--- src/rtl/rvm_pkg.sv ---
package rvm_pkg;
  localparam int NUM_ERR   = 8;
  localparam int ERR_COUNT = 0;
  localparam int ERR_CAPIN = 1;
  localparam int ERR_CAPOUT = 2;
  localparam int ERR_ORDER = 3;
  localparam int ERR_DIFF  = 4;
  localparam int ERR_DATA  = 5;
  localparam int ERR_FAIR  = 6;
  localparam int ERR_INDEX = 7;

  // strobes from control to the capture datapath
  typedef struct packed {
    logic capIn;     // load input capture register
    logic capOut;    // load output capture register
    logic inBelow;   // accepted count below watched index
    logic outBelow;  // delivered count below watched index
    logic bothPast;  // both counts beyond watched index
  } strobe_t;
endpackage

--- src/rtl/rvm_ctrl.sv ---
module rvm_ctrl
  import rvm_pkg::*;
#(
  parameter int CNT_W  = 32,
  parameter int OCC_W  = 8,
  parameter int HIST_W = 3
) (
  input  logic             clk,
  input  logic             rst,
  input  logic             inValid,
  input  logic             inReady,
  input  logic             outValid,
  input  logic             outReady,
  input  logic [OCC_W-1:0] fifoCount,
  input  logic [CNT_W-1:0] watchIndex,
  output strobe_t          strobes,
  output logic             countErr,
  output logic             orderErr,
  output logic             diffErr,
  output logic             fairErr,
  output logic             indexErr
);
  localparam logic [CNT_W-1:0] CNT_MAX = '1;

  logic [CNT_W-1:0]  inCnt, outCnt;
  logic [OCC_W-1:0]  expOcc;
  logic [HIST_W-1:0] inHist, outHist;
  logic              inFire, outFire;
  logic              saturated;
  logic [CNT_W-1:0]  cntDiff, occWide;

  assign inFire  = inValid && inReady;
  assign outFire = outValid && outReady;

  always_ff @(posedge clk) begin
    if (rst) begin
      inCnt   <= '0;
      outCnt  <= '0;
      expOcc  <= '0;
      inHist  <= '1;
      outHist <= '1;
    end else begin
      if (inFire && inCnt != CNT_MAX) inCnt <= inCnt + 1'b1;
      if (outFire && outCnt != CNT_MAX) outCnt <= outCnt + 1'b1;
      case ({inFire, outFire})
        2'b10:   expOcc <= expOcc + 1'b1;
        2'b01:   expOcc <= expOcc - 1'b1;
        default: expOcc <= expOcc;
      endcase
      inHist  <= {inHist[HIST_W-2:0], inValid};
      outHist <= {outHist[HIST_W-2:0], outReady};
    end
  end

  always_comb begin
    strobes.capIn    = inFire && (inCnt == watchIndex);
    strobes.capOut   = outFire && (outCnt == watchIndex);
    strobes.inBelow  = inCnt < watchIndex;
    strobes.outBelow = outCnt < watchIndex;
    strobes.bothPast = (inCnt > watchIndex) && (outCnt > watchIndex);
  end

  assign saturated = (inCnt == CNT_MAX) || (outCnt == CNT_MAX);
  assign cntDiff   = inCnt - outCnt;
  assign occWide   = CNT_W'(expOcc);

  assign countErr = expOcc != fifoCount;
  assign orderErr = outCnt > inCnt;
  assign diffErr  = saturated ? (occWide < cntDiff) : (occWide != cntDiff);
  assign fairErr  = (inHist & outHist) == '0;
  assign indexErr = watchIndex == CNT_MAX;
endmodule

--- src/rtl/rvm_data.sv ---
module rvm_data
  import rvm_pkg::*;
#(
  parameter int DATA_W = 8
) (
  input  logic              clk,
  input  logic              rst,
  input  logic [DATA_W-1:0] inData,
  input  logic [DATA_W-1:0] outData,
  input  strobe_t           strobes,
  output logic              capInErr,
  output logic              capOutErr,
  output logic              dataErr
);
  logic [DATA_W-1:0] capInReg, capOutReg;

  always_ff @(posedge clk) begin
    if (rst) begin
      capInReg  <= '0;
      capOutReg <= '0;
    end else begin
      if (strobes.capIn)  capInReg  <= inData;
      if (strobes.capOut) capOutReg <= outData;
    end
  end

  assign capInErr  = strobes.inBelow && (capInReg != '0);
  assign capOutErr = strobes.outBelow && (capOutReg != '0);
  assign dataErr   = strobes.bothPast && (capInReg != capOutReg);
endmodule

--- src/rtl/rvm_flags.sv ---
module rvm_flags #(
  parameter int N = 8
) (
  input  logic         clk,
  input  logic         rst,
  input  logic [N-1:0] viol,
  output logic [N-1:0] flags
);
  for (genvar i = 0; i < N; i++) begin : g_flag
    always_ff @(posedge clk) begin
      if (rst)          flags[i] <= 1'b0;
      else if (viol[i]) flags[i] <= 1'b1;
    end
  end
endmodule

--- src/rtl/rv_order_monitor.sv ---
module rv_order_monitor
  import rvm_pkg::*;
#(
  parameter int DATA_W = 8,
  parameter int CNT_W  = 32,
  parameter int OCC_W  = 8,
  parameter int HIST_W = 3
) (
  input  logic               clk,
  input  logic               rst,
  input  logic               inValid,
  input  logic               inReady,
  input  logic [DATA_W-1:0]  inData,
  input  logic               outValid,
  input  logic               outReady,
  input  logic [DATA_W-1:0]  outData,
  input  logic [OCC_W-1:0]   fifoCount,
  input  logic [CNT_W-1:0]   watchIndex,
  output logic [NUM_ERR-1:0] errFlags,
  output logic               errAny
);
  strobe_t            strobes;
  logic [NUM_ERR-1:0] viol;

  rvm_ctrl #(.CNT_W(CNT_W), .OCC_W(OCC_W), .HIST_W(HIST_W)) u_ctrl (
    .clk(clk), .rst(rst),
    .inValid(inValid), .inReady(inReady),
    .outValid(outValid), .outReady(outReady),
    .fifoCount(fifoCount), .watchIndex(watchIndex),
    .strobes(strobes),
    .countErr(viol[ERR_COUNT]), .orderErr(viol[ERR_ORDER]),
    .diffErr(viol[ERR_DIFF]), .fairErr(viol[ERR_FAIR]),
    .indexErr(viol[ERR_INDEX])
  );

  rvm_data #(.DATA_W(DATA_W)) u_data (
    .clk(clk), .rst(rst),
    .inData(inData), .outData(outData),
    .strobes(strobes),
    .capInErr(viol[ERR_CAPIN]), .capOutErr(viol[ERR_CAPOUT]),
    .dataErr(viol[ERR_DATA])
  );

  rvm_flags #(.N(NUM_ERR)) u_flags (
    .clk(clk), .rst(rst), .viol(viol), .flags(errFlags)
  );

  assign errAny = |errFlags;
endmodule

--- config.mk ---
export PLATFORM = sky130hd
export DESIGN_NAME = rv_order_monitor
export DESIGN_NICKNAME = d
export VERILOG_FILES = /design/src/rtl/rvm_pkg.sv /design/src/rtl/rvm_ctrl.sv /design/src/rtl/rvm_data.sv /design/src/rtl/rvm_flags.sv /design/src/rtl/rv_order_monitor.sv
export SDC_FILE = /design/constraint.sdc
export NUM_CORES = 1
export LEC_CHECK = 0
export BUFFER_PORTS_ARGS = -buffer_cell sky130_fd_sc_hd__buf_4
export CAP_MARGIN = 15
export CELL_PAD_IN_SITES_DETAIL_PLACEMENT = 0
export CELL_PAD_IN_SITES_GLOBAL_PLACEMENT = 1
export CORE_ASPECT_RATIO = 1.25
export CORE_MARGIN = 2
export CORE_UTILIZATION = 50
export CTS_CLUSTER_SIZE = 40
export DETAILED_ROUTE_END_ITERATION = 10
export PLACE_DENSITY_LB_ADDON = 0.1
export SKIP_CTS_REPAIR_TIMING = 1
export SLEW_MARGIN = 15
export SYNTH_ARGS = -nofsm -noshare
export SYNTH_HDL_FRONTEND = slang
export SYNTH_HIERARCHICAL = 1
export SYNTH_SLANG_ARGS = --single-unit
--- constraint.sdc ---
create_clock -name clk -period 11.3 [get_ports clk]
set_clock_uncertainty 0.2 [all_clocks]
set_input_delay 0.565 -clock clk [delete_from_list [all_inputs] [get_ports clk]]
set_output_delay 0.565 -clock clk [all_outputs]
set_load 0.05 [all_outputs]
* Yosys cells after proc, flatten, opt, wreduce, memory -nomap -nowiden *
Index checks and enable logic that the tools add are counted.

word-level totals
  logic and storage cells = 57
  latch bits = 0
  input port bits = 62
  RAM bits = 0
  output and inout port bits = 9
  register bits = 102
  memory bits (read-only) = 0
  memories = 0

operators by class
  eq/ne operators = 12
  magnitude comparators = 6
  divide/modulo/power cells = 0
  add/subtract/negate cells = 5
  muxes and demuxes = 2
  multipliers = 0
  bitwise gates (word level) = 1
  reductions and logical operators = 16
  shift operators = 0

operators by type and width
  kind                     number
  $eq A32 B32 Y1 const B   3
  $gt A32 B32 Y1           3
  $add A32 B1 Y32 const B  2
  $eq A32 B32 Y1           2
  $lt A32 B32 Y1           2
  $ne A32 B32 Y1 const B   2
  $lt A8 B32 Y1            1
  $ne A8 B32 Y1            1
  $sub A32 B32 Y32         1
  $ne A8 B8 Y1             2
  $pmux W8 S2              1
  $reduce_bool A8 Y1       2
  $logic_and A1 B1 Y1      10
  $add A8 B1 Y8 const B    1
  $reduce_or A8 Y1         1
  $sub A8 B1 Y8 const B    1
  $and A3 B3 Y3            1
  $logic_not A3 Y1         1
  $eq A2 B1 Y1 const B     1
  $eq A2 B2 Y1 const B     1
  $reduce_bool A2 Y1       1
  $logic_or A1 B1 Y1       1
  $mux W1                  1

* Logic depth before layout (Yosys ltp) *
  depth after elaboration = 3
  mapped depth = 18
  mapped depth without buffers = 18

* Cells and area by module *
Netlist, hierarchy kept.

modules (own cells, without submodules)
  module            area each (um^2)  cells an instance  seq. area each (um^2)  instances
  rvm_ctrl          7432.1            958                1561.5                 1
  rvm_data          694.4             69                 320.3                  1
  rvm_flags         240.2             16                 160.2                  1
  rv_order_monitor  16.3              3                  0.0                    1

* Worst setup path after synthesis *
Ideal clock, no wire load.

  kind = flip-flop to flip-flop
  start point = reg u_ctrl.inCnt[0]
  end point = reg u_flags.flags[4]
  slack = 7721 ps
  data required time = 10985 ps
  clock period less this slack = 3579 ps
  stages on the path, launching flop included = 17
  arrival time = 3264 ps
  setup time = 115 ps
  buffers on the path = 0
  cells stage by stage = dfxtp_1 > inv_1 > ha_1 > fa_1 > nand2b_1 > a21oi_1 > nor2b_1 > xor2_1 > ha_1 > a21o_1 > a21o_2 > a211o_1 > o2111ai_1 > or4_1 > nor4_1 > nand4_1 > o21ba_1

between the ends
  word-level cells in the longest chain between the ends = 3
  elaborated cells on any way between the ends = 6
  those cells by class = add/sub: 1; order compare: 1; eq/ne: 2; mux: 1; reduce/logical: 1

RTL lines
  what                                                RTL line                        text
  start, declared                                     rvm_ctrl.sv:25                  logic [CNT_W-1:0] inCnt, outCnt;
  start signal, assigned                              rvm_ctrl.sv:43                  if (inFire && inCnt != CNT_MAX) inCnt <= inCnt + 1'b1;
  $sub A32 B32 Y32 or $eq A32 B32 Y1 (tied branches)  rvm_ctrl.sv:64, rvm_ctrl.sv:63
  $lt A8 B32 Y1 (tied with other cells)               rvm_ctrl.sv:69                  assign diffErr = saturated ? (occWide < cntDiff) : (occWide != cntDiff);
  $mux W1 *                                           rvm_ctrl.sv:69
  via viol[4]                                         rv_order_monitor.sv:23          logic [NUM_ERR-1:0] viol;
  end signal, assigned by index                       rvm_flags.sv:11                 if (rst) flags[i] <= 1'b0;
  end signal, assigned by index                       rvm_flags.sv:12                 else if (viol[i]) flags[i] <= 1'b1;
  end, declared                                       rvm_flags.sv:7                  output logic [N-1:0] flags

The timed path passes the listed nets; every way through them passes the cells marked *.
A chain may end at the register's enable or synchronous reset.

* Worst setup path in the final report *
Ends and elaborated chain as after synthesis.

==> flow_summary.toml <==
[detailed_routing]
detail-route-antenna-nets = 0
wire_per_inst_um = 18.40
first_pass_iters = 5
detailroute.via_count = 7730
detailedRoute.firstIterationViolations = 578
routed_wl_um = 24280
vias_per_cell = 5.861
drc_errors = 0

[die]
start_util_pct = 51.33
fp.coreArea_sq_mm = 0.01633
fp.dieArea_sq_mm = 0.01782
dieHeight_um = 148.8
placementRows = 52
io-pin-count = 71
die_width_um = 119.8

[sta]
hold_violations = 0
max_slew.worst_pin.slew_ps = 1166
fin_crit_ps = 4042
maxSlewViolCount = 0
finalSetupViolCount = 0
rsz_0062_raised_after_global_routing = "false"
max-slew-margin-rel_pct = 21.67
fmaxAchievable_ghz = 0.2474
timing.final.crit_share_pct = 35.77
setup-tns-final_ps = 0

[worst_setup_path]
timing.critical_path.fanout_max = 4
critical_path.reg2reg.endpoint = "u_flags/flags[4]$_SDFFE_PP0P_"
worstSetupStartpoint = "u_ctrl/inCnt[0]$_SDFFE_PP0P_"
startpoint_type = "flop"
critical_path.most_common_cell = "ha_1"
critical_r2r_launch = "u_ctrl/inCnt[0]$_SDFFE_PP0P_"
type_of_the_setup_path_with_the_least_slack = "flop to flop"
critical_path_arrival_ps = 4110
timing.reg2reg.worst_path_depth = 16
crit_required_ps = 11370
slowest_delay_ps = 490
reg2reg_setup_slack_ps = 7260
path_cells = "inv_1 > ha_1 > fa_1 > nand2b_1 > a21oi_1 > nor2b_1 > xor2_1 > ha_1 > a21o_1 > a21o_2 > a211o_1 > o2111ai_1 > or4_1 > nor4_1 > nand4_1 > o21ba_1"
worst_path_max_delay_cell = "or4_1"
sort_of_element_at_the_end_of_the_critical_path = "flop"

[synthesis]
synth.yosys.warnings = 6
yosys.area.top_type = "dfxtp_1"
synth.most_common_cell = "nor2_1"
syn_nets = 1224
synth_common_cells = "125 x nor2_1, 114 x ha_1, 102 x dfxtp_1"
synth_enable_flop_cells = 0
synth-seq-cells = 102
synth_flop_cell = "dfxtp_1"
netlist_area_sq_mm = 0.008383
synth_top_cell_area_share_pct = 24.36
postSynthAreaPerCell_sq_um = 8.014
synth-async-reset-ratio_pct = 0
ys_seq_area_share_pct = 24.36
post_synth_num_cell_types = 67
postSynthCellCount = 1046
ys_top_cells_by_area = "dfxtp_1 24%, ha_1 17%, nor2_1 5.6%"

[clock_tree]
path_clk_slew_ps = 80
insertion_delay_ps = 370
clockRootBuffer = "clkbuf_16"
cts.sinks = 102
numCtsBuffers = 9
cts_tree = "built"
buffers_from_clock_root_to_sink_at_most = 2
ctsHtreeMaxLevel = 3

[global_routing]
gr-usage-all-layers_pct = 27.77
maximum_number_of_pins_on_one_net_before_global_route_repair = 103
grt_pass1_wl_um = 38760
antenna_found_initial = 0
vias_in_the_first_global_route = 7446
grt.overflow.total = 0

[pwr]
vdd_drop_max_v = 0.00006581
p_comb_share_pct = 16.8
pwr_density_cell_mw_per_mm2 = 90.15
clock_power_share_pct = 39.2
p_int_w = 0.0005872
switching_share_pct = 30.46
share_seq_of_total_power_pct = 44.0
leak_pwr_nw = 4.391
power.total_w = 0.0008445
net-switching-power_w = 0.0002572

[flow_run]
cap_violations = 0

[layout]
area.growth.synth_to_final_pct = 11.75
num_antenna_cells = 0
fin_nets = 1276
drive_above_1_share_pct = 9.701

[status]
outcome = "complete, no violations"

[place]
gpl.final_weighted_congestion = 0.9635
port_buffers = 70
hpwl_um = 19500

[worst_hold_path]
worstHoldPathCells = 2
hold_end = "u_ctrl/outHist[0]$_SDFF_PP1_"
worst_hold_path_type = "primary input to flop"
worst_hold_startpoint = "outReady"
-- layer usage --
metal	track usage, %	vias to the layer above	routed length (um)
li1	-	3866	-
met1	35.13	3630	10960
met2	48.23	191	11640
met3	2.829	43	953
met4	11.53	0	729
met5	0	-	0
-- registers in the layout (all words and copies together) (netlist names) --
signal	flops
u_ctrl/expOcc	8
u_ctrl/outHist	3
u_ctrl/outCnt	32
u_data/capInReg	8
u_data/capOutReg	8
u_flags/flags	8
u_ctrl/inHist	3
u_ctrl/inCnt	32
-- power groups by stage --
stage	registers, W	logic (W)	clock network [W]
after floorplan	0.000380	0.0000889	0
after CTS	0.000372	0.000141	0.000338
after global routing	0.000372	0.000158	0.000350
after detailed placement	0.000380	0.000140	0
after global placement	0.000380	0.000139	0
final	0.000372	0.000142	0.000331
-- worst max-delay path, delay by kind of cell, from the launching register on --
kind	cells	cell delay [ps]
AO/OA/AOI/OAI	6	870
flip-flops	1	400
adder cells (fa/ha/maj)	3	910
AND/OR/NAND/NOR	5	1300
XOR/XNOR	1	160
buffers and inverters	1	100
-- cell type report --
cell class | count | area [sq um]
Inverter | 82 | 307.8
Tap cell | 216 | 270.3
Multi-Input combinational cell | 832 | 5903
Fill cell | 1585 | 6963
Timing Repair Buffer | 71 | 533.0
Clock inverter | 7 | 86.33
Sequential cell | 102 | 2042
Clock buffer | 9 | 225.2
-- cells by family after synthesis --
group	count (synthesis)	share of synthesized area, %
AO/OA/AOI/OAI	222	17.67
XOR/XNOR	93	9.716
adder cells (fa/ha/maj)	116	17.49
buffers and inverters	112	5.224
flip-flops	102	24.36
multiplexers	21	2.522
AND/OR/NAND/NOR	380	23.01
-- worst max path at each step --
stage | endpoint | cells after the start
floorplan | u_flags/flags[4]$_SDFFE_PP0P_ | 16
global placement | u_flags/flags[4]$_SDFFE_PP0P_ | 16
detailed placement | u_flags/flags[4]$_SDFFE_PP0P_ | 16
CTS | u_flags/flags[4]$_SDFFE_PP0P_ | 16
global route | u_flags/flags[4]$_SDFFE_PP0P_ | 16
finish | u_flags/flags[4]$_SDFFE_PP0P_ | 16
-- placed cells by master (no fill, tap or decap), types with 4 or more instances in the layout --
master	synthesis	routed
or4_1	4	4
inv_1	82	82
mux2i_1	20	20
a21o_1	33	33
or3_1	12	12
nand2_1	62	62
nor2_1	125	125
o21ai_0	37	37
o31ai_1	4	4
ha_1	114	114
xor2_1	47	47
and3_1	9	9
clkbuf_16	0	9
dfxtp_1	102	102
and4_1	5	5
o2111ai_1	5	5
o21ba_1	8	8
nand3_1	29	29
buf_4	2	71
o211ai_1	7	7
nor4_1	15	15
nor3_1	26	26
xnor2_1	46	46
nor2b_1	13	13
nand4_1	50	50
or2_2	6	6
a21oi_1	65	65
o21bai_1	8	8
a211oi_1	8	8
nand2b_1	11	11
o21a_1	15	15
-- through the flow --
stage	hold slack, ps	cell area (sq um)	worst slack (ps)	cells	utilization (%)
after detailed placement	239.0	9056	7290	1303	55.46
after global placement	230.3	9056	7329	1303	55.46
after floorplan	215.9	8383	7721	1046	-
after CTS	177.0	9368	7255	1319	57.36
final	185.2	9368	7258	1319	57.36
after global routing	185.2	9368	6983	1319	57.36
No activity file was read; power rests on OpenSTA's default activity.
